File: src/rtl/idxp_pkg.sv
package idxp_pkg;
    typedef enum logic [1:0] {
        PH_IDLE = 2'd0,
        PH_LOW  = 2'd1,
        PH_HIGH = 2'd2
    } phase_t;

    localparam int          IDX_W      = 7;
    localparam logic [6:0]  IX_WIDE    = 7'h20;
    localparam logic [6:0]  IX_CTRL    = 7'h01;
    localparam logic [6:0]  IX_CMD     = 7'h02;
    localparam logic [6:0]  IX_EVT     = 7'h03;
    localparam logic [6:0]  IX_ENSET   = 7'h04;
    localparam logic [6:0]  IX_ENCLR   = 7'h05;
    localparam logic [6:0]  IX_ID      = 7'h27;
    localparam logic [6:0]  IX_SCR     = 7'h28;
    localparam logic [6:0]  IX_SWRST   = 7'h29;
    localparam logic [6:0]  IX_BUF     = 7'h2C;
    localparam logic [15:0] RST_KEY    = 16'h00F6;
endpackage

File: src/rtl/idxp_seq.sv
module idxp_seq
    import idxp_pkg::*;
(
    input  logic             clk,
    input  logic             rst_n,
    input  logic             ap_stb,
    input  logic             dp_stb,
    input  logic [15:0]      wdata,
    input  logic [31:0]      rd_val,
    output logic [IDX_W-1:0] idx,
    output logic             wr_en,
    output logic [31:0]      wr_val,
    output logic [15:0]      rdata
);
    phase_t            phase_q;
    logic              wflag_q;
    logic [IDX_W-1:0]  idx_q;
    logic [15:0]       hold_q;
    logic              dcyc;
    logic              wide;

    assign dcyc = dp_stb && !ap_stb;
    assign wide = (idx_q < IX_WIDE);
    assign idx  = idx_q;

    // state register
    always_ff @(posedge clk or negedge rst_n) begin
        if (!rst_n) begin
            phase_q <= PH_IDLE;
            wflag_q <= 1'b0;
            idx_q   <= '0;
            hold_q  <= '0;
        end else if (ap_stb) begin
            phase_q <= PH_LOW;
            wflag_q <= wdata[7];
            idx_q   <= wdata[6:0];
        end else if (dcyc) begin
            unique case (phase_q)
                PH_LOW: begin
                    if (wide) begin
                        phase_q <= PH_HIGH;
                        hold_q  <= wflag_q ? wdata : rd_val[31:16];
                    end else begin
                        phase_q <= PH_IDLE;
                    end
                end
                PH_HIGH: phase_q <= PH_IDLE;
                default: phase_q <= PH_IDLE;
            endcase
        end
    end

    // outputs
    always_comb begin
        wr_en  = 1'b0;
        wr_val = {16'h0000, wdata};
        rdata  = 16'h0000;
        if (dcyc) begin
            unique case (phase_q)
                PH_LOW: begin
                    wr_en = wflag_q && !wide;
                    if (!wflag_q) rdata = rd_val[15:0];
                end
                PH_HIGH: begin
                    wr_en  = wflag_q;
                    wr_val = {wdata, hold_q};
                    if (!wflag_q) rdata = hold_q;
                end
                default: ;
            endcase
        end
    end

    assert_idx_restart_R1: assert property (@(posedge clk) disable iff (!rst_n)
        ap_stb |=> (phase_q == PH_LOW));
    assert_wide_step_R2: assert property (@(posedge clk) disable iff (!rst_n)
        (dcyc && phase_q == PH_LOW && wide) |=> (phase_q == PH_HIGH));
    assert_idle_quiet_R4: assert property (@(posedge clk) disable iff (!rst_n)
        (phase_q == PH_IDLE) |-> (rdata == 16'h0000 && !wr_en));
endmodule

File: src/rtl/idxp_regs.sv
module idxp_regs
    import idxp_pkg::*;
#(
    parameter int          NUM_EVT = 7,
    parameter int          BUF_W   = 6,
    parameter logic [15:0] CHIP_ID = 16'h6123
) (
    input  logic               clk,
    input  logic               rst_n,
    input  logic [IDX_W-1:0]   idx,
    input  logic               wr_en,
    input  logic [31:0]        wr_val,
    input  logic [NUM_EVT-1:0] evt,
    input  logic [BUF_W-1:0]   bufst,
    output logic [31:0]        rd_val,
    output logic [1:0]         fstate,
    output logic               hc_reset,
    output logic               irq
);
    localparam int EPAD = 32 - NUM_EVT;
    localparam int BPAD = 32 - BUF_W;

    logic [1:0]         fs_q;
    logic [15:0]        scr_q;
    logic [NUM_EVT-1:0] en_q;
    logic [NUM_EVT-1:0] ev_q;
    logic               pulse_q;
    logic               swrst;
    logic               ev_clr_wr;

    assign swrst     = wr_en && idx == IX_SWRST && wr_val[15:0] == RST_KEY;
    assign ev_clr_wr = wr_en && idx == IX_EVT;

    always_ff @(posedge clk or negedge rst_n) begin
        if (!rst_n) begin
            fs_q    <= 2'd0;
            scr_q   <= '0;
            en_q    <= '0;
            pulse_q <= 1'b0;
        end else begin
            pulse_q <= wr_en && idx == IX_CMD && wr_val[0];
            if (swrst) begin
                fs_q  <= 2'd0;
                scr_q <= '0;
                en_q  <= '0;
            end else if (wr_en) begin
                if (idx == IX_CTRL)  fs_q  <= wr_val[7:6];
                if (idx == IX_SCR)   scr_q <= wr_val[15:0];
                if (idx == IX_ENSET) en_q  <= en_q | wr_val[NUM_EVT-1:0];
                if (idx == IX_ENCLR) en_q  <= en_q & ~wr_val[NUM_EVT-1:0];
            end
        end
    end

    // one sticky flag per event source; set wins over clear and reset
    for (genvar i = 0; i < NUM_EVT; i++) begin : g_flag
        always_ff @(posedge clk or negedge rst_n) begin
            if (!rst_n)
                ev_q[i] <= 1'b0;
            else if (evt[i])
                ev_q[i] <= 1'b1;
            else if (swrst || (ev_clr_wr && wr_val[i]))
                ev_q[i] <= 1'b0;
        end
    end

    always_comb begin
        unique case (idx)
            IX_CTRL:  rd_val = {24'h0, fs_q, 6'h00};
            IX_EVT:   rd_val = {{EPAD{1'b0}}, ev_q};
            IX_ENSET,
            IX_ENCLR: rd_val = {{EPAD{1'b0}}, en_q};
            IX_ID:    rd_val = {16'h0, CHIP_ID};
            IX_SCR:   rd_val = {16'h0, scr_q};
            IX_BUF:   rd_val = {{BPAD{1'b0}}, bufst};
            default:  rd_val = 32'h0;
        endcase
    end

    assign fstate   = fs_q;
    assign hc_reset = pulse_q;
    assign irq      = |(ev_q & en_q);

    assert_key_clears_R7: assert property (@(posedge clk) disable iff (!rst_n)
        swrst |=> (scr_q == 16'h0 && en_q == '0 && fs_q == 2'd0));
    assert_pulse_single_R9: assert property (@(posedge clk) disable iff (!rst_n)
        pulse_q |=> !pulse_q);
    assert_evt_sticky_R10: assert property (@(posedge clk) disable iff (!rst_n)
        $past(rst_n) |-> ((ev_q & $past(evt)) == $past(evt)));
    assert_dis_clears_R11: assert property (@(posedge clk) disable iff (!rst_n)
        (wr_en && idx == IX_ENCLR) |=> ((en_q & $past(wr_val[NUM_EVT-1:0])) == '0));
endmodule

File: src/rtl/idx_reg_port.sv
module idx_reg_port
    import idxp_pkg::*;
#(
    parameter int          NUM_EVT = 7,
    parameter int          BUF_W   = 6,
    parameter logic [15:0] CHIP_ID = 16'h6123
) (
    input  logic               clk,
    input  logic               rst_n,
    input  logic               ap_stb_i,
    input  logic               dp_stb_i,
    input  logic [15:0]        wdata_i,
    output logic [15:0]        rdata_o,
    input  logic [NUM_EVT-1:0] evt_i,
    input  logic [BUF_W-1:0]   buf_i,
    output logic [1:0]         fstate_o,
    output logic               hc_reset_o,
    output logic               irq_o
);
    logic [IDX_W-1:0] idx;
    logic             wr_en;
    logic [31:0]      wr_val;
    logic [31:0]      rd_val;

    idxp_seq u_seq (
        .clk    (clk),
        .rst_n  (rst_n),
        .ap_stb (ap_stb_i),
        .dp_stb (dp_stb_i),
        .wdata  (wdata_i),
        .rd_val (rd_val),
        .idx    (idx),
        .wr_en  (wr_en),
        .wr_val (wr_val),
        .rdata  (rdata_o)
    );

    idxp_regs #(
        .NUM_EVT (NUM_EVT),
        .BUF_W   (BUF_W),
        .CHIP_ID (CHIP_ID)
    ) u_regs (
        .clk      (clk),
        .rst_n    (rst_n),
        .idx      (idx),
        .wr_en    (wr_en),
        .wr_val   (wr_val),
        .evt      (evt_i),
        .bufst    (buf_i),
        .rd_val   (rd_val),
        .fstate   (fstate_o),
        .hc_reset (hc_reset_o),
        .irq      (irq_o)
    );
endmodule

File: config.mk
export PLATFORM = sky130hd
export DESIGN_NAME = idx_reg_port
export DESIGN_NICKNAME = d
export VERILOG_FILES = /design/src/rtl/idxp_pkg.sv /design/src/rtl/idxp_seq.sv /design/src/rtl/idxp_regs.sv /design/src/rtl/idx_reg_port.sv
export SDC_FILE = /design/constraint.sdc
export NUM_CORES = 1
export LEC_CHECK = 0
export ABC_AREA = 0
export ABC_CLOCK_PERIOD_IN_PS = 2600
export BUFFER_PORTS_ARGS = -buffer_cell sky130_fd_sc_hd__buf_2
export CORE_AREA = 3 3 91 93
export CTS_CLUSTER_DIAMETER = 120
export DETAILED_ROUTE_END_ITERATION = 8
export DIE_AREA = 0 0 94 96
export PLACE_DENSITY = 0.75
export SETUP_SLACK_MARGIN = 0.4
export SYNTH_ARGS = -nofsm -noshare
export SYNTH_HDL_FRONTEND = slang
export SYNTH_HIERARCHICAL = 1
export SYNTH_SLANG_ARGS = --single-unit
File: constraint.sdc
create_clock -name clk -period 2.6 [get_ports clk]
set_clock_uncertainty 0.15 [all_clocks]
set_input_delay 0.26 -clock clk [delete_from_list [all_inputs] [get_ports clk]]
set_output_delay 0.26 -clock clk [all_outputs]
set_load 0.02 [all_outputs]
# Yosys cells after proc, flatten, opt, wreduce, memory -nomap -nowiden
# Cells that the tools add are included.
# W data, S select, Z words.
# totals
wordCells,112
inputBits,33
output_inout_bits,20
regBits,59
# classes
eq_ne,12
n_reduce_logical,41
magnitude_cmp,1
n_bitwise,5
n_mux,38
# op_table
cell,count
$mux W16,9
$pmux W16 S6,1
$pmux W16 S2,1
$eq A7 B6 Y1 const B,4
$mux W7,4
$reduce_bool A2 Y1,11
$eq A16 B8 Y1 const B,1
$mux W1,15
$and A7 B7 Y7,2
$eq A7 B2 Y1 const B,2
$eq A7 B3 Y1 const B,2
$logic_and A1 B1 Y1,14
$mux W2,7
$eq A7 B1 Y1 const B,1
$logic_or A1 B1 Y1,7
$lt A7 B6 Y1 const B,1
$not A7 Y7,1
$or A7 B7 Y7,1
$reduce_or A7 Y1,1
$reduce_and A2 Y1,3
$reduce_and A4 Y1,1
$reduce_bool A3 Y1,1
$eq A2 B1 Y1 const B,1
$eq A2 B2 Y1 const B,1
other kinds (4),5

# Longest topological paths before layout
# Gate-level depths: netlist of the first run.
# logic_depth
depth_word,10
mapped_depth,12
mapped_depth_nobuf,9

# By module
# The synthesis of the first run kept the hierarchy.
# modules_own_cells
mod,cells_per_inst,seq_area_each_um2,area_each_um2,n_inst
idxp_regs,250,825.8,2093.3,1
idxp_seq,160,650.6,1856.8,1

# Least setup slack after synthesis of the first run
# No wires, ideal clock.
# synth_path
path_type,flip-flop to flip-flop
start,register u_seq.phase_q[0]
end,register u_regs.fs_q[0] (netlist: u_regs/fstate[0])
stages_incl_launch_ff,12
arrival_time_ns,2.454
required_ns,2.330
path_buffers,3
slack_ns,-0.124
setup_time_ns,0.120
cell_sequence,dfrtp_1 -> inv_1 -> ha_1 -> and2_4 -> buf_6 -> buf_12 -> mux2_4 -> nor4b_1 -> nand3_1 -> or2_1 -> buf_2 -> a31o_2
# synth_between
elab_chain_len,7
word_cells_on_any_way,15
classes_between,eq/ne (3); mux (7); reduce/logical (5)
# synth_lines
item,line,rtl
"start, declared",idxp_seq.sv:15,phase_t phase_q;
"start signal, assigned",idxp_seq.sv:29,phase_q <= PH_IDLE;
"start signal, assigned",idxp_seq.sv:34,phase_q <= PH_LOW;
"start signal, assigned",idxp_seq.sv:41,phase_q <= PH_HIGH;
$eq A2 B2 Y1 (*),idxp_seq.sv:59,unique case (phase_q)
$mux W16 (*),idxp_seq.sv:59,
$mux W16 (*),idxp_seq.sv:58,if (dcyc) begin
named net wr_val[10],idx_reg_port.sv:22,logic [31:0] wr_val;
$eq A16 B8 Y1 (*),idxp_regs.sv:31,assign swrst = wr_en && idx == IX_SWRST && wr_val[15:0] == RST_KEY;
$logic_and A1 B1 Y1 (*),idxp_regs.sv:31,
$reduce_bool A2 Y1 (no line),-,
$reduce_and A2 Y1 (no line),-,
"end signal, assigned",idxp_regs.sv:47,if (idx == IX_CTRL) fs_q <= wr_val[7:6];
"end, declared",idxp_regs.sv:23,logic [1:0] fs_q;
# The timed path passes the listed nets; every way through them passes the cells marked *. The select of a mux whose other input is x is not followed.
# A chain may end at the register's enable or synchronous reset.

# Worst setup path in the final report of the first run
# layout_path
start,register u_seq.phase_q[0]
end,register u_regs.scr_q[2]
# layout_between
elab_chain_len,7
word_cells_on_any_way,15
classes_between,eq/ne (3); mux (7); reduce/logical (5)
# layout_lines
item,line,rtl
$eq A2 B2 Y1 (*),idxp_seq.sv:59,
$mux W16 (*),idxp_seq.sv:59,
$mux W16 (*),idxp_seq.sv:58,
named net wr_val[12],idx_reg_port.sv:22,
$eq A16 B8 Y1 (*),idxp_regs.sv:31,
$logic_and A1 B1 Y1 (*),idxp_regs.sv:31,
$reduce_bool A2 Y1 (no line),-,
$reduce_and A2 Y1 (no line),-,
"end signal, assigned",idxp_regs.sv:48,if (idx == IX_SCR) scr_q <= wr_val[15:0];
"end, declared",idxp_regs.sv:24,logic [15:0] scr_q;
# Marked as above.

==> run metrics, run 1 <==
Crit path top cell by count=buf_6; final setup vio count=32; TritonCTS Buffers=9; P&R area growth vs syn=43.11%; Core ar.=0.007607 sq mm; Max IR drop VDD=0.3844 mV; clk_lat worst skew=roughly 0.35 ns; Final min period=around 2.7 ns; initial antenna violation count=0; number of port buffers=52; Die H=96 microns; vias after detailed routing=3871; hold_ws=-0.008014 ns; crit path capture type=register; CP Cell Sequence=inv_2, ha_4, and2_4, buf_12, buf_8, mux2_4, nor4b_4, nand3_2, buf_6, nor2_4, buf_6, o21ai_1; Clock transition at path regs=around 0.07 ns; failing checks=hold timing, setup timing; CTS root buffer=clkbuf_8; hold crit path type=in -> reg; Ant. Diodes=0; fin nets=about 550; CTS sink cnt=59; residual DRC count=0; Netlist Area Pre-Place=~0.0038 sq mm; number of global-route vias before repair=3906; CP Class=reg -> reg; first-pass GRT wire length=20160 microns; status=finished, violations left; FILL cells=just over 500; worst reg-to-reg setup slack=-0.10 ns; CP max stage cell=dfrtp_1; share of cells above drive strength 1=between 50 and 60%; Total Power=about 2.6 mW; worst stage delay on the critical path=0.40 ns; fin crit share=103.9%; Final ANT Viol Nets=0; number of H-tree levels=3; final design area excluding fillers=between 0.005 and 0.006 sq mm; P_leak=2.375 nW; CP required=2.68 ns; multi-input logic area=0.002560 sq mm; Starting DRT DRC Count=416; Finished Layout Cells=around 620; Slew @ Worst Pin=0.6372 ns; Final WS setup=-0.1007 ns; Placed Area=0.004304 sq mm; setup_tns=-2.402 ns; Synth warnings=6; Max Slew Vio Count=0; CP Launch Type=register; Die Width=94 microns; Hold Vio Cnt, Final=1; placed insts=547; CTS tree=done; FF/Latch Area=0.001480 sq mm; # IOs=53; Max-slew headroom=57.52%; Crit path arrival time=2.78 ns; Core Util, Final=72.29%; dpl ws=-0.03274 ns; total grt overflow=0; top fanout value on the critical path=7; die area=0.009024 sq mm; wire per inst=21.81 microns; all-layer global routing usage=roughly 30%; vias per cell=6.233; Max Cap Viol=0; routed wire length=about 14000 microns; Detailed Place HPWL=between 7000 and 8000 microns; DR pass1 iterations=5; fmax=approximately 0.37 GHz; Max clock buf depth=2; setup repair after global routing missed its margin=true; pwr/cell area=473.8 mW/mm^2; GPL Wtd Cong=0.8977; Syn Inst Count=between 300 and 400; row cnt=32; Synth Area per Inst=9.802 sq um; largest net degree at the start of global routing=34; Initial Util=50.51%
==> registers in the layout, summed over array words and instances (netlist names) <==
register and cells:
u_regs/scr_q 16, u_seq/hold_q 16, u_regs/en_q 7, u_regs/ev_q 7
u_seq/idx 7, u_regs/fstate 2, u_seq/phase_q 2, u_regs/hc_reset 1
u_seq/wflag_q 1
==> worst max-delay path, delay by kind of cell (launching register included) <==
kind,cells,cell delay (ns)
AOI/OAI and AO/OA,1,0.08
adders and majority gates,1,0.13
buffers and inverters,5,0.64
DFF,1,0.40
muxes,1,0.32
and+or+nand+nor,4,0.85
==> power by group <==
part | switching [mW] | leakage [nW] | internal (mW) | total, mW
registers | 0.130 | 0.650 | 1.03 | 1.16
clock network | 0.398 | 0.0991 | 0.464 | 0.862
logic | 0.255 | 1.63 | 0.327 | 0.582
total | 0.783 | 2.38 | 1.82 | 2.61
==> layer usage <==
layer | part of all wire (%) | vias to the layer above | track usage [%]
met3 | 9.3 | 50 | 6.880
met4 | 3.8 | 0 | 13.60
li1 | - | 1651 | -
met2 | 49 | 252 | 49.14
met5 | 0 | - | 0
met1 | 38 | 1918 | 35.85
==> final cells by class <==
type	instances	share of cell area, %
Tap cell	102	2.321
Timing Repair Buffer	139	20.41
Clock buffer	11	2.571
Clock inverter	5	0.9556
Multi-Input combinational cell	301	46.55
Sequential cell	59	26.92
Inverter	4	0.2730
==> what timing repair did <==
item	in CTS	in global routing
hold buffers	9	0
endpoints found under the setup margin	49	49
pin swaps	42	39
buffers inserted	38	7
cloned	3	1
resized for setup	76	66
endpoints found under the hold margin	34	0
==> cells in the final DEF (no fill, tap or decap), drive strengths merged, types with 2 or more instances in the layout <==
master	instances
buf	128
dfrtp	59
mux2	56
nand2	45
nand3	25
a22oi	24
nor2	24
o21ai	19
conb	16
nor2b	15
clkbuf	12
dlygate4sd3	9
a31o	9
o22ai	8
a21oi	7
a31oi	7
and3	5
nor4b	5
inv	4
clkinv	3
and3b	3
a22o	3
a221o	3
nor3	3
and2	3
or2	2
nand4b	2
nand2b	2
nand4	2
ha	2
==> worst paths after layout <==
check / start / end / cells after the start
min: dp_stb_i / u_seq/phase_q[0] / 2
min reg2reg: u_seq/hold_q[1] / u_seq/hold_q[1] / 1
max in group asynchronous: rst_n / u_seq/idx[6] / 3
min in group asynchronous: rst_n / u_regs/ev_q[3] / 2
max: u_seq/phase_q[0] / u_regs/scr_q[2] / 12
max reg2reg: u_seq/phase_q[0] / u_regs/scr_q[2] / 12
Power figures use the tool's default switching activity.
==> run 2, diff against run 1 <==
Settings changed: RECOVER_POWER from default to 25, SKIP_LAST_GASP from default to 1, SLEW_MARGIN from default to 10.
==> run 2 against run 1 <==
  * The run still ends with hold timing, setup timing left
  * Design area is 0.32% lower
  * Largest cell class unchanged
  * Non-clock buffer count stayed put
  * Register-to-register slack hardly changed
==> run metrics, run 2 (same netlist as run 1, synthesis figures left out) <==
vias after detailed routing=3884; Ant. Diodes=0; CP Class=reg -> reg; CP required=2.66 ns; P_leak=2.375 nW; Detailed Place HPWL=7617 microns; fin nets=549; P&R area growth vs syn=42.66%; all-layer global routing usage=29.33%; die area=0.009024 sq mm; biggest regs=u_regs/scr_q: 16 flops, u_seq/hold_q: 16 flops; first-pass GRT wire length=20160 microns; status=finished, violations left; Max Cap Viol=0; top fanout value on the critical path=6; clk_lat worst skew=0.35 ns; Met2 Wirelength=6605 microns; residual DRC count=0; placed insts=547; CP max stage cell=dfrtp_1; CTS root buffer=clkbuf_8; GPL Wtd Cong=roughly 0.90; Core ar.=0.007607 sq mm; Total Power=between 2 and 3 mW; setup repair after global routing missed its margin=true; commonest non-fill, non-tap cell in the layout=buf_4; CTS sink cnt=between 50 and 60; worst hold path depth=2; hold_ws=-0.007813 ns; CTS tree=done; Die Width=94 microns; number of port buffers=52; hold crit path type=in -> reg; Max IR drop VDD=between 0.3 and 0.4 mV; final setup vio count=32; Slew @ Worst Pin=0.6402 ns; worst reg-to-reg path cell count=12; Finished Layout Cells=621; most frequent cells in the layout=72 x buf_4, 56 x dfrtp_1, 39 x nand2_1, 38 x buf_2, 36 x mux2_2; row cnt=32; Core Util, Final=about 70%; largest net degree at the start of global routing=34; wire per inst=approximately 22 microns; Max Slew Vio Count=0; dpl ws=-0.03274 ns; worst stage delay on the critical path=0.40 ns; CP Launch Type=register; Hold Vio Cnt, Final=1; vias per cell=~6.3; Max-slew headroom=between 50 and 60%; TritonCTS Buffers=9; Initial Util=50.51%; Clock transition at path regs=~0.070 ns; routed wire length=13530 microns; Final min period=2.704 ns; Die H=96 microns; initial antenna violation count=0; Final WS setup=-0.1045 ns; Max clock buf depth=2; Final ANT Viol Nets=0; share of cells above drive strength 1=55.88%; FILL cells=514; crit path capture type=register; total grt overflow=0; number of global-route vias before repair=3906; number of H-tree levels=3; fin crit share=104.0%; Crit path arrival time=approximately 2.8 ns; pwr/cell area=around 470 mW/mm^2; # IOs=53; DR WL met3=1197 microns; DR pass1 iterations=5; CP Cell Sequence=inv_2, ha_4, and2_4, buf_12, buf_8, mux2_4, nor4b_4, buf_4, nand4_1, nor2_2, buf_6, o22ai_1; M1 wire length=about 5200 microns; DR top layer=met4; Starting DRT DRC Count=288; failing checks=hold timing, setup timing; fmax=0.3698 GHz
==> run 2: cell counts in the layout (fill, tap and decap cells not counted) <==
Identical to the previous run, type by type.
==> run 2: repair_timing <==
action / in CTS / in global routing
hold buffers: 9 / 0
buffers inserted: 38 / 7
resized for setup: 76 / 61
gates cloned: 3 / 1
pin swaps: 42 / 37
endpoints found under the hold margin: 34 / 0
setup endpoints to repair: 49 / 49
==> run 2: final timing paths <==
path | from | end | slack, ns
max in group asynchronous | rst_n | u_seq/idx[6] | 1.29
setup reg to reg | u_seq/phase_q[0] | u_regs/scr_q[8] | -0.10
hold reg to reg | u_seq/hold_q[1] | u_seq/hold_q[1] | 0.39
hold / removal | dp_stb_i | u_seq/phase_q[0] | -0.008
setup / recovery | u_seq/phase_q[0] | u_regs/scr_q[8] | -0.10
min in group asynchronous | rst_n | u_regs/ev_q[3] | 0.31
==> run 2: power by group <==
part	switching [mW]	internal (mW)
sequential	0.130	1.03
clock	0.393	0.464
combinational	0.253	0.325
total	0.776	1.82
==> run 2: area by class of cell <==
class	count	area (sq um)	share of cell area, %
inverter	4	15.01	0.2739
clock buffer	11	141.4	2.579
clock inverter	5	52.55	0.9587
tap	102	127.6	2.328
multi-input combinational	301	2555	46.61
sequential	59	1480	27.00
timing repair buffer	139	1110	20.25
==> run 2: worst max-delay path, delay by kind of cell (launching register included) <==
kind,cells,cell delay (ns)
and+or+nand+nor,4,0.83
buffers and inverters,5,0.67
DFF,1,0.40
muxes,1,0.32
adders and majority gates,1,0.13
AOI/OAI and AO/OA,1,0.07
==> run 2: per-layer routing <==
layer,global-route usage (%),up-vias
li1,-,1651
met1,35.85,1906
met2,49.14,271
met3,6.880,56
met4,13.60,0
met5,0,-
==> run 2: metrics by stage <==
step | area, sq um | setup TNS, ns
floorplan | 3945 | 0
global placement | 4304 | 0
detailed placement | 4304 | -0.1997
CTS | 5204 | 0
global route | 5482 | -4.168
finish | 5482 | -2.282
